===== src/rtl/rdpd_pkg.sv =====
package rdpd_pkg;

    localparam int WORD_W = 32;
    localparam int SEL_W  = 30;

    typedef enum logic [1:0] {
        CMD_IDLE    = 2'd0,
        CMD_RELEASE = 2'd1,
        CMD_ENTER   = 2'd2,
        CMD_RSVD    = 2'd3
    } rail_cmd_e;

    typedef struct packed {
        rail_cmd_e          cmd;
        logic [SEL_W-1:0]   sel;
    } req_word_t;

    localparam int ADDR_GATE      = 0;
    localparam int ADDR_SETTLE    = 1;
    localparam int ADDR_BANK_BASE = 2;

    function automatic logic is_action(rail_cmd_e c);
        return (c == CMD_RELEASE) || (c == CMD_ENTER);
    endfunction

    function automatic logic [SEL_W-1:0] next_status(logic [SEL_W-1:0] cur,
                                                     req_word_t r);
        logic [SEL_W-1:0] nxt;
        case (r.cmd)
            CMD_ENTER:   nxt = cur | r.sel;
            CMD_RELEASE: nxt = cur & ~r.sel;
            default:     nxt = cur;
        endcase
        return nxt;
    endfunction

endpackage


===== src/rtl/rdpd_timer.sv =====
module rdpd_timer #(
    parameter int CNT_W = 16,
    parameter int IDX_W = 1
) (
    input  logic             clk,
    input  logic             rst,
    input  logic             start,
    input  logic [CNT_W-1:0] settle,
    input  logic [IDX_W-1:0] bank_in,
    output logic             busy,
    output logic             done,
    output logic [IDX_W-1:0] bank_q
);

    logic [CNT_W-1:0] cnt_q;

    always_ff @(posedge clk) begin
        if (rst) begin
            busy   <= 1'b0;
            cnt_q  <= '0;
            bank_q <= '0;
        end else if (busy) begin
            if (cnt_q == '0) busy  <= 1'b0;
            else             cnt_q <= cnt_q - 1'b1;
        end else if (start) begin
            busy   <= 1'b1;
            cnt_q  <= settle;
            bank_q <= bank_in;
        end
    end

    assign done = busy && (cnt_q == '0);

    // Window stays open until the count is exhausted
    p_hold_r4: assert property (@(posedge clk) disable iff (rst)
        (busy && cnt_q != '0) |=> busy);

    // The window closes right after the terminal cycle
    p_finish_r4: assert property (@(posedge clk) disable iff (rst)
        done |=> !busy);

    // The owning bank is frozen for the whole window
    p_owner_r7: assert property (@(posedge clk) disable iff (rst)
        (busy && !done) |=> $stable(bank_q));

endmodule


===== src/rtl/rdpd_bank.sv =====
module rdpd_bank
    import rdpd_pkg::*;
(
    input  logic              clk,
    input  logic              rst,
    input  logic              store,
    input  req_word_t         wword,
    input  logic              apply,
    output req_word_t         req_q,
    output logic [SEL_W-1:0]  stat_q
);

    always_ff @(posedge clk) begin
        if (rst) begin
            req_q  <= '0;
            stat_q <= '0;
        end else if (apply) begin
            stat_q    <= next_status(stat_q, req_q);
            req_q.cmd <= CMD_IDLE;
        end else if (store) begin
            req_q <= wword;
        end
    end

    // Status moves only on the terminal cycle of a window
    p_stat_apply_r3: assert property (@(posedge clk) disable iff (rst)
        !$stable(stat_q) |-> $past(apply));

    // Command field is back to idle after completion
    p_cmd_idle_r5: assert property (@(posedge clk) disable iff (rst)
        apply |=> (req_q.cmd == CMD_IDLE));

    // Select mask survives completion
    p_sel_keep_r5: assert property (@(posedge clk) disable iff (rst)
        apply |=> $stable(req_q.sel));

endmodule


===== src/rtl/rdpd_ctrl.sv =====
module rdpd_ctrl
    import rdpd_pkg::*;
#(
    parameter int NUM_BANKS = 2,
    parameter int CNT_W     = 16,
    parameter int ADDR_W    = 4
) (
    input  logic               clk,
    input  logic               rst,
    input  logic               reg_wr,
    input  logic [ADDR_W-1:0]  reg_addr,
    input  logic [WORD_W-1:0]  reg_wdata,
    output logic [WORD_W-1:0]  reg_rdata,
    output logic               busy
);

    localparam int IDX_W     = (NUM_BANKS > 1) ? $clog2(NUM_BANKS) : 1;
    localparam int ADDR_BUSY = ADDR_BANK_BASE + 2 * NUM_BANKS;

    logic               gate_q;
    logic [CNT_W-1:0]   settle_q;
    logic [NUM_BANKS-1:0] req_hit, store_vec, apply_vec;
    req_word_t          req_arr  [NUM_BANKS];
    logic [SEL_W-1:0]   stat_arr [NUM_BANKS];
    req_word_t          wword;
    logic               start, done;
    logic [IDX_W-1:0]   bank_in, bank_q;

    assign wword = req_word_t'(reg_wdata);

    always_ff @(posedge clk) begin
        if (rst) begin
            gate_q   <= 1'b0;
            settle_q <= '0;
        end else if (reg_wr) begin
            if (reg_addr == ADDR_W'(ADDR_GATE))   gate_q   <= reg_wdata[0];
            if (reg_addr == ADDR_W'(ADDR_SETTLE)) settle_q <= reg_wdata[CNT_W-1:0];
        end
    end

    always_comb begin
        bank_in = '0;
        for (int b = 0; b < NUM_BANKS; b++) begin
            req_hit[b] = reg_wr && (reg_addr == ADDR_W'(ADDR_BANK_BASE + 2 * b));
            if (req_hit[b]) bank_in = IDX_W'(b);
        end
    end

    assign store_vec = busy ? '0 : req_hit;
    assign start     = (|store_vec) && gate_q && is_action(wword.cmd);

    rdpd_timer #(.CNT_W(CNT_W), .IDX_W(IDX_W)) u_timer (
        .clk     (clk),
        .rst     (rst),
        .start   (start),
        .settle  (settle_q),
        .bank_in (bank_in),
        .busy    (busy),
        .done    (done),
        .bank_q  (bank_q)
    );

    for (genvar g = 0; g < NUM_BANKS; g++) begin : g_bank
        assign apply_vec[g] = done && (bank_q == IDX_W'(g));

        rdpd_bank u_bank (
            .clk    (clk),
            .rst    (rst),
            .store  (store_vec[g]),
            .wword  (wword),
            .apply  (apply_vec[g]),
            .req_q  (req_arr[g]),
            .stat_q (stat_arr[g])
        );

        // Writes landing inside a window are discarded
        p_drop_busy_r7: assert property (@(posedge clk) disable iff (rst)
            (busy && req_hit[g]) |=> $stable(req_arr[g].sel));
    end

    always_comb begin
        reg_rdata = '0;
        if (reg_addr == ADDR_W'(ADDR_GATE))   reg_rdata[0] = gate_q;
        if (reg_addr == ADDR_W'(ADDR_SETTLE)) reg_rdata[CNT_W-1:0] = settle_q;
        if (reg_addr == ADDR_W'(ADDR_BUSY))   reg_rdata[0] = busy;
        for (int b = 0; b < NUM_BANKS; b++) begin
            if (reg_addr == ADDR_W'(ADDR_BANK_BASE + 2 * b))
                reg_rdata = WORD_W'(req_arr[b]);
            if (reg_addr == ADDR_W'(ADDR_BANK_BASE + 2 * b + 1))
                reg_rdata = {2'b00, stat_arr[b]};
        end
    end

    // A closed gate never opens a window
    p_gate_r6: assert property (@(posedge clk) disable iff (rst)
        (!gate_q && !busy) |=> !busy);

    // Only one bank is updated at a time
    p_one_bank_r10: assert property (@(posedge clk) disable iff (rst)
        $onehot0(apply_vec));

    // The read-only flag agrees with the window
    p_busy_read_r4: assert property (@(posedge clk) disable iff (rst)
        (reg_addr == ADDR_W'(ADDR_BUSY)) |-> (reg_rdata[0] == busy));

endmodule


===== config.mk =====
export PLATFORM = sky130hd
export DESIGN_NAME = rdpd_ctrl
export DESIGN_NICKNAME = d
export VERILOG_FILES = /design/src/rtl/rdpd_pkg.sv /design/src/rtl/rdpd_timer.sv /design/src/rtl/rdpd_bank.sv /design/src/rtl/rdpd_ctrl.sv
export SDC_FILE = /design/constraint.sdc
export NUM_CORES = 1
export LEC_CHECK = 0
export ABC_AREA = 1
export ABC_CLOCK_PERIOD_IN_PS = 1850
export BUFFER_PORTS_ARGS = -buffer_cell sky130_fd_sc_hd__buf_2
export CAP_MARGIN = 15
export CORE_AREA = 2 2 141 143
export DETAILED_ROUTE_END_ITERATION = 12
export DIE_AREA = 0 0 143 145
export GPL_ROUTABILITY_DRIVEN = 0
export GPL_TIMING_DRIVEN = 0
export HOLD_SLACK_MARGIN = 0.12
export SKIP_CTS_REPAIR_TIMING = 1
export SLEW_MARGIN = 15
export SYNTH_ARGS = -nofsm -noshare
export SYNTH_HDL_FRONTEND = slang
export SYNTH_SLANG_ARGS = --single-unit

===== constraint.sdc =====
create_clock -name clk -period 1.85 [get_ports clk]
set_input_delay 0.0925 -clock clk [delete_from_list [all_inputs] [get_ports clk]]
set_output_delay 0.0925 -clock clk [all_outputs]
set_load 0.03 [all_outputs]

==> flow_summary.json <==
{
  "slew_violations": 0,
  "grt_overflow": 0,
  "run_status": "finished, final reports clean",
  "synth_ff_type": "dfxtp_1",
  "cts_tree": "yes",
  "min_period_over_period_pct": 99.23,
  "cts.sinks": 159,
  "ant_nets": 0,
  "instances_no_fill": 1467,
  "p_per_area_nw_per_um2": 778.0,
  "clk_pin_slew_ps": 60,
  "drc_errors": 0,
  "setup_viol": 0,
  "cts_buffers": 17,
  "cp_max_fo": 10,
  "start_kind": "primary input",
  "viasPerCell": 5.471,
  "finalHoldViolCount": 0,
  "vias": 8026,
  "port_buffers": 70,
  "yosysSeqAreaShare_pct": 42.08,
  "setup_tns_ps": 0,
  "maxSlewHeadroom_pct": 44.22,
  "path_class": "primary input to primary output",
  "post-route-min-period_ps": 1836,
  "crit_arrival_ps": 1740,
  "grt_max_degree": 17,
  "fin_nets": 1233,
  "rows": 51,
  "worstHoldPathCells": 6,
  "clock_path_buffers": 2,
  "crit_required_ps": 1760,
  "placed_cell_area_um2": 8247,
  "wl_per_cell_um": 17.83,
  "syn_inst": 1055,
  "hpwl_mm": 18.53,
  "async_flop_share_pct": 0,
  "chipHeight_um": 145,
  "synth-edff-count": 0,
  "core_area_um2": 19210,
  "irDropWorstVdd_mv": 0.6975,
  "drive_gt1_share_pct": 14.14,
  "cap_violations": 0,
  "grtUsageTotal_pct": 24.54,
  "fin_area_um2": 9443,
  "drt-pass1-iter-count": 5,
  "p_leak_nw": 3.484,
  "antenna_found_initial": 0,
  "wl_mm": 26.15,
  "ys_ff_latch": 159,
  "grt_pass1_wl_mm": 39.62,
  "n_antenna_cell": 0,
  "initial_core_util_pct": 39.39,
  "ios": 72,
  "place_inst": 1390,
  "fin_skew_ps": 15.74,
  "synth.avg_cell_area_um2": 7.170,
  "grt_pass1_vias": 7285,
  "grt_setup_unrepaired": "yes",
  "h-tree-depth": 4,
  "first_iter_violations": 634,
  "die_x_um": 143,
  "syn_nets": 1097,
  "netlist_area_um2": 7565,
  "syn2layout_area_growth_pct": 24.83,
  "die-area_um2": 20740,
  "fillers": 1953,
  "reg2regPathDepth": 10,
  "hp-class": "primary input to flop",
  "p_total_w": 0.007346,
  "yosysWarnings": 0,
  "end_kind": "primary output",
  "tightest_slew_ps": 836.6,
  "fmax_mhz": 544.7,
  "whs_ps": 237.6,
  "worstSkewPairLatency_ps": 440,
  "cts-root-buf": "clkbuf_16",
  "synth.distinct_cells": 36
}
layer usage:
metal  vias to the layer above  GRT usage (%)  part of all wire [%]
met5                         -              0                     0
met4                         0          8.267                   2.6
met3                        44          3.465                   5.3
met2                       280          37.42                    44
met1                      3800          35.43                    48
li1                       3902              -                     -
Yosys cell counts, types with 4 or more instances:
| cell type | instances | area, um2 |
|---|---|---|
| a211oi_1 | 5 | 37.54 |
| nor2_1 | 34 | 127.6 |
| a21oi_1 | 175 | 875.8 |
| o22ai_1 | 28 | 175.2 |
| clkbuf_1 | 64 | 240.2 |
| dfxtp_1 | 159 | 3183 |
| o211ai_1 | 12 | 90.09 |
| inv_1 | 104 | 390.4 |
| buf_6 | 9 | 101.4 |
| buf_4 | 4 | 30.03 |
| o21ai_0 | 92 | 460.4 |
| nand2_1 | 175 | 656.9 |
| nand3_1 | 89 | 445.4 |
| o21ai_1 | 4 | 20.02 |
| nor2_2 | 5 | 31.28 |
| nand4_1 | 63 | 394.1 |
report_power, final:
group | internal [W] | leakage (nW) | total [W] | switching [W]
sequential | 0.00346 | 1.28 | 0.00349 | 0.0000271
clock | 0.00191 | 0.269 | 0.00341 | 0.00150
combinational | 0.000149 | 1.93 | 0.000452 | 0.000303
total | 0.00552 | 3.48 | 0.00735 | 0.00183
final cells by class:
class,instances,area (um2),share of cell area (%)
clock inverters,9,87.58,0.9275
multi-input cells,709,3661,38.77
flip-flops and latches,159,3186,33.74
repair buffers,116,868.3,9.196
inverters,108,407.9,4.320
clock buffers,21,460.4,4.876
plain buffers,80,440.4,4.664
well taps,265,331.6,3.511
cell usage in the layout (no fill, tap or decap), drive strengths merged, types with 2 or more instances in the layout:
master	n
dlygate4sd3	36
nor2	44
nand2	178
nand3b	2
nand3	92
clkinv	8
a211oi	5
xor2	3
o21ai	96
buf	95
nand4	63
clkbuf	86
o221ai	2
inv	107
ha	3
a21oi	175
nor3	2
dfxtp	159
o22ai	28
o211ai	12
worst max-delay path, stage by stage:
cell and delay (ps):
buf_2 130, nor2_2 220, nand2_1 180, buf_2 250, buf_2 250, o211ai_1 340, buf_2 270
final timing paths:
path	end	startpoint	slack, ps
min reg2reg	flop	flop	460
max reg2reg	flop	u_timer.cnt_q[10]	70
max	reg_rdata[9]	reg_addr[0]	10
min	g_bank[0].u_bank.req_q[30]	reg_addr[2]	240
metrics by stage:
| stage | util (%) | setup slack, ps |
|---|---|---|
| 6_report | 49.16 | 14.28 |
| 5_1_grt | 49.16 | -20.08 |
| 4_1_cts | 45.79 | -302.3 |
| 3_5_place_dp | 42.94 | -306.3 |
| 3_3_place_gp | 42.94 | -304.0 |
| 2_1_floorplan | - | 191.9 |
cells by family (layout without fill, tap and decap cells):
group / Yosys count / after routing / synth area share, %
AOI/OAI and AO/OA: 321 / 321 / 22.51
xor gates and xnor gates: 4 / 4 / 0.4632
adders and majority gates: 3 / 3 / 0.4962
buffers and inverters: 188 / 334 / 10.49
DFF: 159 / 159 / 42.08
and+or+nand+nor: 380 / 381 / 23.97
No activity file was read; power rests on OpenSTA's default activity.
